==> config.mk <==
export PLATFORM = sky130hd
export DESIGN_NAME = csma_echo_ctrl
export DESIGN_NICKNAME = d
export VERILOG_FILES = /design/src/rtl/csma_pkg.sv /design/src/rtl/csma_ones_cnt.sv /design/src/rtl/csma_thresh.sv /design/src/rtl/csma_echo_ctrl.sv
export SDC_FILE = /design/constraint.sdc
export NUM_CORES = 1
export LEC_CHECK = 0
export CORE_MARGIN = 5
export CORE_UTILIZATION = 30
export CTS_CLUSTER_DIAMETER = 150
export DETAILED_ROUTE_END_ITERATION = 6
export HOLD_SLACK_MARGIN = 0.06
export PLACE_DENSITY = 0.59
export SYNTH_ARGS = -nofsm -noshare
export SYNTH_HDL_FRONTEND = slang
export SYNTH_HIERARCHICAL = 1
export SYNTH_SLANG_ARGS = --single-unit
==> constraint.sdc <==
create_clock -name clk -period 2.5 [get_ports clk]
set_input_delay 0.5 -clock clk [delete_from_list [all_inputs] [get_ports clk]]
set_output_delay 0.5 -clock clk [all_outputs]
set_load 0.1 [all_outputs]
==> src/rtl/csma_pkg.sv <==
package csma_pkg;
    typedef enum logic [0:0] {
        ST_LISTEN = 1'b0,
        ST_SEND   = 1'b1
    } csma_st_e;
endpackage

==> src/rtl/csma_ones_cnt.sv <==
module csma_ones_cnt #(
    parameter int SAT = 12,
    parameter int W   = $clog2(SAT + 1)
) (
    input  logic         clk,
    input  logic         rst_n,
    input  logic         clr,
    input  logic         step,
    input  logic         one,
    output logic [W-1:0] cnt
);
    localparam logic [W-1:0] SAT_W = W'(SAT);

    always_ff @(posedge clk) begin
        if (!rst_n) begin
            cnt <= '0;
        end else if (clr) begin
            cnt <= '0;
        end else if (step) begin
            if (!one) begin
                cnt <= '0;
            end else if (cnt < SAT_W) begin
                cnt <= cnt + 1'b1;
            end
        end
    end
endmodule

==> src/rtl/csma_thresh.sv <==
module csma_thresh #(
    parameter int PRI_LO    = 8,
    parameter int PRI_HI    = 10,
    parameter int PEN_SMALL = 1,
    parameter int PEN_LARGE = 2,
    parameter int W         = 4
) (
    input  logic         pri_hi,
    input  logic         pen_armed,
    input  logic         pen_small,
    output logic [W-1:0] thr
);
    localparam logic [W-1:0] LO_W = W'(PRI_LO);
    localparam logic [W-1:0] HI_W = W'(PRI_HI);
    localparam logic [W-1:0] PS_W = W'(PEN_SMALL);
    localparam logic [W-1:0] PL_W = W'(PEN_LARGE);

    logic [W-1:0] base;
    logic [W-1:0] extra;

    always_comb begin
        base  = pri_hi ? HI_W : LO_W;
        extra = '0;
        if (pen_armed) begin
            extra = pen_small ? PS_W : PL_W;
        end
        thr = base + extra;
    end
endmodule

==> src/rtl/csma_echo_ctrl.sv <==
module csma_echo_ctrl
    import csma_pkg::*;
#(
    parameter int PRI_LO    = 8,
    parameter int PRI_HI    = 10,
    parameter int PEN_SMALL = 1,
    parameter int PEN_LARGE = 2,
    parameter int CNT_SAT   = 12
) (
    input  logic clk,
    input  logic rst_n,
    input  logic bit_en,
    input  logic csma_en,
    input  logic static_cb,
    input  logic pen_small,
    input  logic pri_hi,
    input  logic req_i,
    input  logic tx_bit_i,
    input  logic tx_done_i,
    input  logic echo_i,
    output logic grant_o,
    output logic collision_o,
    output logic busy_o
);
    localparam int CW = $clog2(CNT_SAT + 1);

    csma_st_e     st, st_nx;
    logic         pen_q, pen_nx;
    logic         grant_nx, coll_nx;
    logic         cnt_clr, cnt_step;
    logic [CW-1:0] ones_cnt;
    logic [CW-1:0] thr;

    csma_ones_cnt #(.SAT(CNT_SAT), .W(CW)) u_cnt (
        .clk   (clk),
        .rst_n (rst_n),
        .clr   (cnt_clr),
        .step  (cnt_step),
        .one   (echo_i),
        .cnt   (ones_cnt)
    );

    csma_thresh #(
        .PRI_LO(PRI_LO), .PRI_HI(PRI_HI),
        .PEN_SMALL(PEN_SMALL), .PEN_LARGE(PEN_LARGE), .W(CW)
    ) u_thr (
        .pri_hi    (pri_hi),
        .pen_armed (pen_q),
        .pen_small (pen_small),
        .thr       (thr)
    );

    // next-state and transition decode
    always_comb begin
        st_nx    = st;
        pen_nx   = pen_q;
        grant_nx = 1'b0;
        coll_nx  = 1'b0;
        cnt_clr  = 1'b0;
        cnt_step = 1'b0;
        if (bit_en) begin
            if (!csma_en) begin
                // bypass
                st_nx    = ST_LISTEN;
                pen_nx   = 1'b0;
                cnt_clr  = 1'b1;
                grant_nx = req_i;
            end else begin
                unique case (st)
                    ST_LISTEN: begin
                        if (req_i && (ones_cnt >= thr)) begin
                            st_nx    = ST_SEND;   // grant
                            grant_nx = 1'b1;
                            cnt_clr  = 1'b1;
                        end else begin
                            cnt_step = 1'b1;
                        end
                    end
                    ST_SEND: begin
                        cnt_clr = 1'b1;
                        if (tx_bit_i != echo_i) begin
                            st_nx   = ST_LISTEN;  // collide
                            coll_nx = 1'b1;
                            pen_nx  = 1'b0;
                        end else if (tx_done_i) begin
                            st_nx  = ST_LISTEN;   // finish
                            pen_nx = 1'b1;
                        end
                    end
                endcase
            end
        end
    end

    // state register
    always_ff @(posedge clk) begin
        if (!rst_n) begin
            st    <= ST_LISTEN;
            pen_q <= 1'b0;
        end else begin
            st    <= st_nx;
            pen_q <= pen_nx;
        end
    end

    // output register
    always_ff @(posedge clk) begin
        if (!rst_n) begin
            grant_o     <= 1'b0;
            collision_o <= 1'b0;
        end else begin
            grant_o     <= grant_nx;
            collision_o <= coll_nx;
        end
    end

    assign busy_o = csma_en ? (st == ST_SEND) : static_cb;
endmodule

==> results of run 1 <==
## sequential cells by signal, summed over array words and instances, names as in the netlist
name         count
u_cnt/cnt        4
st               1
collision_o      1
grant_o          1
pen_q            1
## per-layer routing
layer	up-vias	part of all wire, %	global-route usage, %
li1	264	-	-
met1	216	46	12.1
met2	15	49	14.9
met3	2	3.0	0.855
met4	0	2.2	7.66
met5	-	0	0
## logic make-up after synthesis
| logic type | Yosys count | share of synthesized area [%] |
|---|---|---|
| AO/OA/AOI/OAI | 15 | 18.8 |
| AND/OR/NAND/NOR | 21 | 23.5 |
| XOR/XNOR | 1 | 1.63 |
| multiplexers | 2 | 3.95 |
| buffers and inverters | 8 | 7.67 |
| flip-flops | 8 | 29.8 |
| other | 1 | 0.697 |
| adder cells (fa/ha/maj) | 6 | 14.0 |
## cell usage after synthesis, drive strengths merged, types with 2 or more instances
master / n / area, µm²
a21oi: 4 / 23.8
a31oi: 3 / 18.8
buf: 2 / 18.8
dfxtp: 8 / 160
ha: 6 / 75.1
inv: 6 / 22.5
nand2: 3 / 11.3
nand2b: 3 / 18.8
nand3: 3 / 15.0
nand4: 3 / 18.8
nor3: 2 / 10.0
o21ai: 3 / 18.8
## area by class of cell
cell class              count  area share [%]
clock buffers               3            2.91
inverters                   6            2.91
multi-input cells          46            47.3
flip-flops and latches      8            20.7
well taps                  25            4.04
repair buffers             18            22.1
## cells in the final DEF (no fill, tap or decap)
| master | netlist | routed |
|---|---|---|
| a211oi_2 | 0 | 1 |
| a21boi_1 | 0 | 1 |
| a21oi_1 | 3 | 3 |
| a21oi_2 | 1 | 1 |
| a311oi_1 | 1 | 1 |
| a31oi_1 | 3 | 3 |
| a41oi_2 | 0 | 1 |
| and2_2 | 1 | 1 |
| and2b_2 | 1 | 1 |
| and3_4 | 0 | 1 |
| buf_12 | 0 | 1 |
| buf_4 | 1 | 7 |
| clkbuf_4 | 0 | 3 |
| clkdlybuf4s50_1 | 0 | 9 |
| conb_1 | 1 | 1 |
| dfxtp_1 | 8 | 8 |
| dlygate4sd2_1 | 0 | 1 |
| ha_1 | 6 | 6 |
| inv_1 | 6 | 6 |
| mux2_2 | 1 | 1 |
| mux2i_1 | 1 | 1 |
| nand2_1 | 3 | 3 |
| nand2b_1 | 3 | 2 |
| nand2b_4 | 0 | 1 |
| nand3_1 | 3 | 3 |
| nand3b_1 | 1 | 1 |
| nand4_1 | 3 | 3 |
| nor2_1 | 1 | 1 |
| nor2b_1 | 1 | 1 |
| nor3_1 | 2 | 1 |
| nor3_2 | 0 | 1 |
| nor3b_2 | 1 | 1 |
| o211ai_1 | 1 | 1 |
| o21ai_0 | 2 | 2 |
| o21ai_2 | 1 | 1 |
| xnor2_1 | 1 | 1 |
## tightest hold or removal path, cell delays in order (launching register included)
cell	delay, ps
dfxtp_1	320
nand2_1	60
mux2i_1	60
## worst max-delay path by stage
| stage | startpoint | depth (start not counted) | end |
|---|---|---|---|
| after global placement | pen_small | 11 | u_cnt/cnt[0]$_SDFFE_PP0P_ |
| final | pen_small | 11 | u_cnt/cnt[0]$_SDFFE_PP0P_ |
| after global routing | pen_small | 11 | u_cnt/cnt[0]$_SDFFE_PP0P_ |
| after CTS | pen_small | 12 | u_cnt/cnt[0]$_SDFFE_PP0P_ |
| after detailed placement | pen_small | 11 | u_cnt/cnt[0]$_SDFFE_PP0P_ |
| after floorplan | pen_small | 10 | u_cnt/cnt[0]$_SDFFE_PP0P_ |
## where the power goes
| part | leakage, nW | switching (mW) | internal, mW | total [mW] |
|---|---|---|---|---|
| logic | 0.236 | 0.0373 | 0.0377 | 0.0750 |
| registers | 0.0647 | 0.00199 | 0.130 | 0.132 |
| clock network | 0.0138 | 0.0473 | 0.0552 | 0.102 |
## repair_timing
| action | 4_1_cts | 5_1_grt |
|---|---|---|
| pin swaps | 5 | 5 |
| gates resized for setup | 4 | 4 |
| setup buffers | 0 | 1 |
| gates cloned | 0 | 0 |
| endpoints found under the setup margin | 4 | 4 |
==> qor.csv, run 1 <==
metric,value,unit
outcome,"finished, final reports clean",
pin count of the biggest net entering global routing,9,
area of the die,2740,µm²
number of cells produced by synthesis,62,
critical path startpoint category,primary input,
via density per instance,4.69,
Static Leak,0.314,nW
register-to-register setup slack,300,ps
power density over the cells,399,nW/µm²
initial detailed-routing violation count,12,
final count of negative-setup-slack endpoints,0,
clock insertion delay at the later pin of the skew report,250,ps
maximum clock frequency,424,MHz
vias in the first global route,466,
post-detailed-route DRC marker count,0,
Multi-input gate area,367,µm²
flip-flop cell with the highest count after synthesis,dfxtp_1,
share of post-route cells with drive strength above 1,27.2,%
category of the most critical setup path,in2reg,
reg-to-reg critical path startpoint,pen_q$_SDFFE_PN0P_,
capture instance of the worst register-to-register path,u_cnt/cnt[0]$_SDFFE_PP0P_,
final worst path period share,94.4,%
clock skew,1.35,ps
horizontal die dimension,52.4,µm
average instance area after synthesis,8.68,µm²
final number of hold-violating endpoints,0,
total detailed-routing wirelength,1.20,mm
MaxCap Viol Count,0,
global placement routability congestion,0.715,
DP Area,716,µm²
cell row count,15,
count of nets after finishing,100,
router iterations before antenna repair,4,
overall global routing resource usage,9.66,%
CP Capture Type,flip-flop,
deepest clock path buffer count,2,
async set-or-reset flop fraction in the synthesized netlist,0,%
number of routed nets with antenna violations,0,
total number of yosys warnings,6,
core region area,1710,µm²
register area share after synthesis,29.8,%
count of hold-fix buffers inserted at cts,0,
ports placed on the boundary,14,
CTS tree,done,
Sink Count,8,
slowest cell delay on critical path,260,ps
routed length per instance,11.4,µm
Critical Path Fanout Max,8,
global route total overflow,0,
"Worst Setup Slack, final",141,ps
antenna diode count,0,
worst vdd rail ir drop,222,µV
fill cell total of the finished layout,176,
worst path buffer plus inverter count,2,
antenna violations before repair,0,
netlist area before placement,538,µm²
hold-critical path endpoint,pen_q$_SDFFE_PN0P_,
CTS Buf Count,3,
CTS Root Buffer Type,clkbuf_4,
Detail Placement HPWL,872,µm
synth unique cells,31,
kind of path behind the tightest hold check,reg2reg,
total number of vias,497,
register clock-pin slew on the reported worst setup and hold paths,60,ps
setup repair after global routing missed its margin,yes,
"Top cell by count, worst path",ha_1,
start point of the worst min-delay path,pen_q$_SDFFE_PN0P_,
Critical Path RT,2670,ps
Worst Path Arrival,2530,ps
number of standard cells in the final layout excluding fillers,106,
net count of the mapped netlist,79,
Post-Layout Inst Area,774,µm²
logic depth of the worst register-to-register path,10,
final hold slack,485,ps
number of flops mapped to enable cells by yosys,0,
cell depth of the worst hold path,2,
number of H-tree levels,1,
final critical path time including I/O delays and setup,2360,ps
Final Slew Violations,0,
post-route total power,309,µW
end-of-flow core utilization,45.3,%
cell with the largest stage delay on the worst path,ha_1,
quantity of I/O buffers inserted on ports,13,
Yosys reg bits,8,
initial core utilization,31.5,%
Area growth syn-to-layout,44.0,%
cell type group with the largest total delay on the critical path,compound AO/OA/AOI/OAI gates,
number of cells after detailed placement,102,
register cell area after layout,160,µm²
list of cells traversed by the critical path,dlygate4sd2_1 -> and2b_2 -> ha_1 -> inv_1 -> ha_1 -> o211ai_1 -> o21ai_2 -> a21oi_2 -> and3_4 -> a31oi_1 -> a311oi_1,
global-route wire length before repair,1.94,mm
setup total negative slack,0,ps
post-place setup slack,-457,ps
vertical die dimension,52.4,µm
No activity file was read; power rests on OpenSTA's default activity.
==> run 2, diff against run 1 <==
- GPL_ROUTABILITY_DRIVEN: not set -> 0
- PLACE_DENSITY: 0.59 -> 0.57
- clock period: 2.5 -> 2.8 ns (I/O delays scaled with it)
==> run 2 against run 1 <==
Against the previous run:
- routed wire length is 13% lower
- total power is 14% lower
- cell count is 2.8% lower
- clock skew is 1.3 ps lower
- clock power is 14% lower
- highest routed layer is now met3
==> qor.csv, run 2 (synthesis results as in run 1) <==
metric,value,unit,change
outcome,"finished, final reports clean",,unchanged
share of post-route cells with drive strength above 1,19.2,%,was 27.2%
"most common cell after layout, fill and taps aside",clkdlybuf4s50_1,,unchanged
clock skew,0.0859,ps,was 1.35 ps
global-route wire length before repair,1.85,mm,was 1.94 mm
routing usage on met1,11.7,%,was 12.1%
overall global routing resource usage,9.20,%,was 9.66%
clock insertion delay at the later pin of the skew report,250,ps,about the same
cell row count,15,,unchanged
post-route total power,265,µW,was 309 µW
count of nets after finishing,97,,was 100
category of the most critical setup path,in2reg,,unchanged
vertical die dimension,52.4,µm,unchanged
pin count of the biggest net entering global routing,9,,unchanged
reg-to-reg critical path startpoint,pen_q$_SDFFE_PN0P_,,unchanged
number of routed nets with antenna violations,0,,unchanged
post-detailed-route DRC marker count,0,,unchanged
cell type group with the largest total delay on the critical path,compound AO/OA/AOI/OAI gates,,unchanged
deepest clock path buffer count,2,,unchanged
area of the die,2740,µm²,unchanged
Critical Path RT,2960,ps,was 2670 ps
fraction of met2 tracks used by global routing,12.2,%,was 14.9%
initial core utilization,31.5,%,unchanged
Top Usage Layer GRT,met2,,unchanged
router iterations before antenna repair,4,,unchanged
Sink Count,8,,unchanged
CTS tree,done,,unchanged
number of H-tree levels,1,,unchanged
Largest register FFs,4,,unchanged
number of cells after detailed placement,100,,was 102
Critical Path Fanout Max,8,,unchanged
final hold slack,469,ps,was 485 ps
quantity of I/O buffers inserted on ports,13,,unchanged
Static Leak,0.293,nW,was 0.314 nW
ports placed on the boundary,14,,unchanged
global route total overflow,0,,unchanged
vias in the first global route,445,,was 466
number of standard cells in the final layout excluding fillers,103,,was 106
Switching Power,71.1,µW,was 86.6 µW
Final Slew Violations,0,,unchanged
"leading cell types in the layout, fill and taps excluded","10 x clkdlybuf4s50_1, 8 x dfxtp_1, 6 x inv_1, 6 x ha_1, 4 x buf_4",,"was 9 x clkdlybuf4s50_1, 8 x dfxtp_1, 7 x buf_4, 6 x inv_1, 6 x ha_1"
Detail Placement HPWL,821,µm,was 872 µm
list of cells traversed by the critical path,clkdlybuf4s50_1 -> and2b_2 -> ha_1 -> inv_1 -> ha_1 -> o211ai_1 -> o21ai_2 -> a21oi_2 -> and3_2 -> a31oi_1 -> a311oi_1,,was dlygate4sd2_1 -> and2b_2 -> ha_1 -> inv_1 -> ha_1 -> o211ai_1 -> o21ai_2 -> a21oi_2 -> and3_4 -> a31oi_1 -> a311oi_1
kind of path behind the tightest hold check,reg2reg,,unchanged
part of the total power dissipated in combinational logic,22.6,%,was 24.3%
final number of hold-violating endpoints,0,,unchanged
power density over the cells,366,nW/µm²,was 399 nW/µm²
CTS Buf Count,3,,unchanged
part of the power in registers,44.3,%,was 42.6%
total number of vias,491,,was 497
cell with the largest stage delay on the worst path,clkdlybuf4s50_1,,was ha_1
final critical path time including I/O delays and setup,2670,ps,
Area growth syn-to-layout,34.7,%,was 44.0%
final worst path period share,95.3,%,
horizontal die dimension,52.4,µm,unchanged
CP Capture Type,flip-flop,,unchanged
setup total negative slack,0,ps,unchanged
antenna diode count,0,,unchanged
slowest cell delay on critical path,460,ps,was 260 ps
register clock-pin slew on the reported worst setup and hold paths,50,ps,was 60 ps
met3 usage,5.70,%,was 0.855%
routed length per instance,10.1,µm,was 11.4 µm
total detailed-routing wirelength,1.04,mm,was 1.20 mm
CTS Root Buffer Type,clkbuf_4,,unchanged
worst setup path startpoint,pen_small,,unchanged
clock network power share,33.0,%,was 33.2%
worst path buffer plus inverter count,2,,unchanged
maximum clock frequency,375,MHz,
worst vdd rail ir drop,205,µV,was 222 µV
internal power component,194,µW,was 223 µW
final count of negative-setup-slack endpoints,0,,unchanged
start point of the worst min-delay path,pen_q$_SDFFE_PN0P_,,unchanged
core region area,1710,µm²,unchanged
register bank with the most flops,u_cnt/cnt,,unchanged
"Top cell by count, worst path",ha_1,,unchanged
antenna violations before repair,0,,unchanged
initial detailed-routing violation count,8,,was 12
via density per instance,4.77,,was 4.69
Worst Path Arrival,2830,ps,was 2530 ps
MaxCap Viol Count,0,,unchanged
critical path startpoint category,primary input,,unchanged
net switching share of the total power,26.8,%,was 28.0%
==> run 2: metrics by stage <==
stage                     utilization (%)  setup WS (ps)  area (µm²)
after floorplan                         -            420         538
after global placement               41.0           -149         701
after detailed placement             41.0           -204         701
after CTS                            42.3           58.5         723
after global routing                 42.4          -11.5         724
final                                42.4            132         724
==> run 2: cell type report <==
| type | instances | area (µm²) |
|---|---|---|
| multi-input combinational | 46 | 338 |
| fill | 168 | 983 |
| timing repair buffer | 15 | 150 |
| inverter | 6 | 22.5 |
| tap | 25 | 31.3 |
| sequential | 8 | 160 |
| clock buffer | 3 | 22.5 |
==> run 2: metal layers <==
metal  wire, µm  up-vias
met2        477       14
met1        487      222
li1           -      255
met3         79        0
met5          0        -
met4          0        0
==> run 2: power by group through the flow <==
stage,clock network (mW),logic (mW),registers [mW]
2_1_floorplan,0,0.0300,0.123
3_3_place_gp,0,0.0594,0.120
3_5_place_dp,0,0.0597,0.120
4_1_cts,0.0922,0.0599,0.118
5_1_grt,0.0993,0.0643,0.118
6_report,0.0877,0.0601,0.118
==> run 2: repair_timing <==
action,in CTS,in global routing
setup buffers,0,0
hold buffers,0,0
resized for setup,0,1
endpoints found under the setup margin,0,2
==> run 2: tightest hold or removal path: stages, from the launching register on <==
cell and delay [ps]:
dfxtp_1 310, nand2_1 50, mux2i_1 50
==> run 2: path summary, 6_finish.rpt <==
path,cells after the start,slack [ps],end
max reg2reg,10,610,u_cnt/cnt[0]$_SDFFE_PP0P_
max,11,130,u_cnt/cnt[0]$_SDFFE_PP0P_
min reg2reg,2,470,pen_q$_SDFFE_PN0P_
min,2,470,pen_q$_SDFFE_PN0P_
==> run 3, diff against run 2 <==
==> constraint.sdc (replaced) <==
create_clock -name clk -period 2.8 [get_ports clk]
set_input_delay 0.42 -clock clk [delete_from_list [all_inputs] [get_ports clk]]
set_output_delay 0.42 -clock clk [all_outputs]
set_load 0.1 [all_outputs]
==> run 3 against run 2 <==
Against the previous run:
- via count up 1.8%
- design area is 1.9% lower
- clock power is 3.8% higher
- utilization shrank 0.81 points
- highest routed layer is now met4
- total power rose by 0.10%
- critical path depth unchanged
- count of clock-buffer cells in the layout did not move
- critical endpoint unchanged
- sequential share of layout area is 0.43 points higher
- global-route usage fell by 0.13 points
- combinational power shrank 4.8%
==> qor.csv, run 3 (synthesis results as in run 1) <==
metric,value,unit,change
post-detailed-route DRC marker count,0,,unchanged
global route total overflow,0,,unchanged
register-to-register setup slack,510,ps,was 610 ps
global-route wire length before repair,1.79,mm,was 1.85 mm
logic depth of the worst register-to-register path,10,,unchanged
Final Slew Violations,0,,unchanged
outcome,"finished, final reports clean",,unchanged
total detailed-routing wirelength,1.05,mm,was 1.04 mm
"Worst Setup Slack, final",171,ps,was 132 ps
register clock-pin slew on the reported worst setup and hold paths,60,ps,was 50 ps
worst path buffer plus inverter count,2,,unchanged
net switching share of the total power,27.7,%,was 26.8%
area of the die,2740,µm²,unchanged
register bank with the most flops,u_cnt/cnt,,unchanged
CTS tree,done,,unchanged
Static Leak,0.289,nW,was 0.293 nW
quantity of I/O buffers inserted on ports,13,,unchanged
cell type group with the largest total delay on the critical path,compound AO/OA/AOI/OAI gates,,unchanged
start point of the worst min-delay path,pen_q$_SDFFE_PN0P_,,unchanged
core region area,1710,µm²,unchanged
Largest register FFs,4,,unchanged
"leading cell types in the layout, fill and taps excluded","10 x clkdlybuf4s50_1, 8 x dfxtp_1, 6 x inv_1, 6 x ha_1, 5 x buf_4",,"was 10 x clkdlybuf4s50_1, 8 x dfxtp_1, 6 x inv_1, 6 x ha_1, 4 x buf_4"
final worst path period share,93.9,%,was 95.3%
count of hold-fix buffers inserted at cts,0,,unchanged
kind of path behind the tightest hold check,reg2reg,,unchanged
Switching Power,73.7,µW,was 71.1 µW
number of standard cells in the final layout excluding fillers,103,,unchanged
Detail Placement HPWL,835,µm,was 821 µm
vias in the first global route,451,,was 445
initial detailed-routing violation count,4,,was 8
Critical Path Fanout Max,8,,unchanged
vertical die dimension,52.4,µm,unchanged
slowest cell delay on critical path,460,ps,about the same
"logic depth of the worst path, buffers included",11,,unchanged
worst setup path startpoint,pen_small,,unchanged
Sink Count,8,,unchanged
share of post-route cells with drive strength above 1,17.9,%,was 19.2%
antenna violations before repair,0,,unchanged
power density over the cells,374,nW/µm²,was 366 nW/µm²
deepest clock path buffer count,2,,unchanged
reg-to-reg critical path startpoint,pen_q$_SDFFE_PN0P_,,unchanged
internal power component,192,µW,was 194 µW
final count of negative-setup-slack endpoints,0,,unchanged
part of the power in registers,44.2,%,was 44.3%
cell row count,15,,unchanged
DP Area,688,µm²,was 701 µm²
MaxCap Viol Count,0,,unchanged
pin count of the biggest net entering global routing,9,,unchanged
list of cells traversed by the critical path,clkdlybuf4s50_1 -> and2b_2 -> ha_1 -> inv_1 -> ha_1 -> o211ai_1 -> o21ai_2 -> a21oi_2 -> and3_1 -> a31oi_1 -> a311oi_1,,was clkdlybuf4s50_1 -> and2b_2 -> ha_1 -> inv_1 -> ha_1 -> o211ai_1 -> o21ai_2 -> a21oi_2 -> and3_2 -> a31oi_1 -> a311oi_1
clock network power share,34.3,%,was 33.0%
final number of hold-violating endpoints,0,,unchanged
capture instance of the worst register-to-register path,u_cnt/cnt[0]$_SDFFE_PP0P_,,unchanged
routed length per instance,10.2,µm,was 10.1 µm
count of nets after finishing,97,,unchanged
critical path startpoint category,primary input,,unchanged
"most common cell after layout, fill and taps aside",clkdlybuf4s50_1,,unchanged
clock insertion delay at the later pin of the skew report,250,ps,about the same
antenna diode count,0,,unchanged
CTS Root Buffer Type,clkbuf_4,,unchanged
initial core utilization,31.5,%,unchanged
category of the most critical setup path,in2reg,,unchanged
fill cell total of the finished layout,180,,was 168
final critical path time including I/O delays and setup,2630,ps,was 2670 ps
ports placed on the boundary,14,,unchanged
Post-CTS Setup Inserts,0,,unchanged
number of routed nets with antenna violations,0,,unchanged
Worst Path Arrival,2790,ps,was 2830 ps
via density per instance,4.85,,was 4.77
number of cells after detailed placement,100,,unchanged
"Top cell by count, worst path",ha_1,,unchanged
CP Capture Type,flip-flop,,unchanged
CTS Buf Count,3,,unchanged
overall global routing resource usage,9.07,%,was 9.20%
cell with the largest stage delay on the worst path,clkdlybuf4s50_1,,unchanged
clock skew,2.26,ps,was 0.0859 ps
horizontal die dimension,52.4,µm,unchanged
Post-Layout Inst Area,711,µm²,was 724 µm²
number of H-tree levels,1,,unchanged
post-cts gate resize count,0,,unchanged
total number of vias,500,,was 491
router iterations before antenna repair,3,,was 4
post-place setup slack,-57.4,ps,was -204 ps
worst vdd rail ir drop,282,µV,was 205 µV
Area growth syn-to-layout,32.1,%,was 34.7%
Worst setup endpoint,u_cnt/cnt[0]$_SDFFE_PP0P_,,unchanged
part of the total power dissipated in combinational logic,21.5,%,was 22.6%
Critical Path RT,2960,ps,about the same
maximum clock frequency,380,MHz,was 375 MHz
setup repair after global routing missed its margin,no,,
run 3: cell counts in the layout (fill, tap and decap cells not counted):
No cell type changed its count.
run 3: how the worst min path moves through the flow:
| stage | end | slack (ps) | cells after the start |
|---|---|---|---|
| after global routing | pen_q$_SDFFE_PN0P_ | 490 | 2 |
| after CTS | pen_q$_SDFFE_PN0P_ | 470 | 2 |
| after detailed placement | pen_q$_SDFFE_PN0P_ | 460 | 2 |
| after global placement | pen_q$_SDFFE_PN0P_ | 460 | 2 |
| final | pen_q$_SDFFE_PN0P_ | 460 | 2 |
| after floorplan | pen_q$_SDFFE_PN0P_ | 440 | 2 |
run 3: routing by layer:
metal	track usage [%]	share of wire (%)
met1	9.91	49
met2	13.6	44
met3	5.13	6.0
met4	5.11	0.96
met5	0	0
run 3: through the flow:
step                      hold WS [ps]  utilization, %  power, mW  TNS (ps)
after global placement             459            40.3      0.177     -30.1
final                              464            41.6      0.266         0
after CTS                          471            41.6      0.272         0
after global routing               494            41.6      0.281         0
after floorplan                    439               -      0.153         0
after detailed placement           463            40.3      0.177     -88.8
run 3: layout make-up:
type                    count  area (µm²)  area share (%)
inverters                   6        22.5            3.17
repair buffers             15         138            19.4
flip-flops and latches      8         160            22.5
clock buffers               3        22.5            3.17
multi-input cells          46         337            47.4
well taps                  25        31.3            4.40
run 3: worst min-delay path: cells and delay by family, from the launching register on:
kind / cells / cell delay, ps
flops: 1 / 310
mux: 1 / 50
simple gates: 1 / 50
run 3: power by group through the flow:
| stage | clock network (mW) | registers, mW | logic, mW |
|---|---|---|---|
| 6_report | 0.0910 | 0.118 | 0.0572 |
| 5_1_grt | 0.101 | 0.118 | 0.0618 |
| 3_3_place_gp | 0 | 0.120 | 0.0567 |
| 4_1_cts | 0.0966 | 0.118 | 0.0574 |
| 2_1_floorplan | 0 | 0.123 | 0.0300 |
| 3_5_place_dp | 0 | 0.120 | 0.0571 |
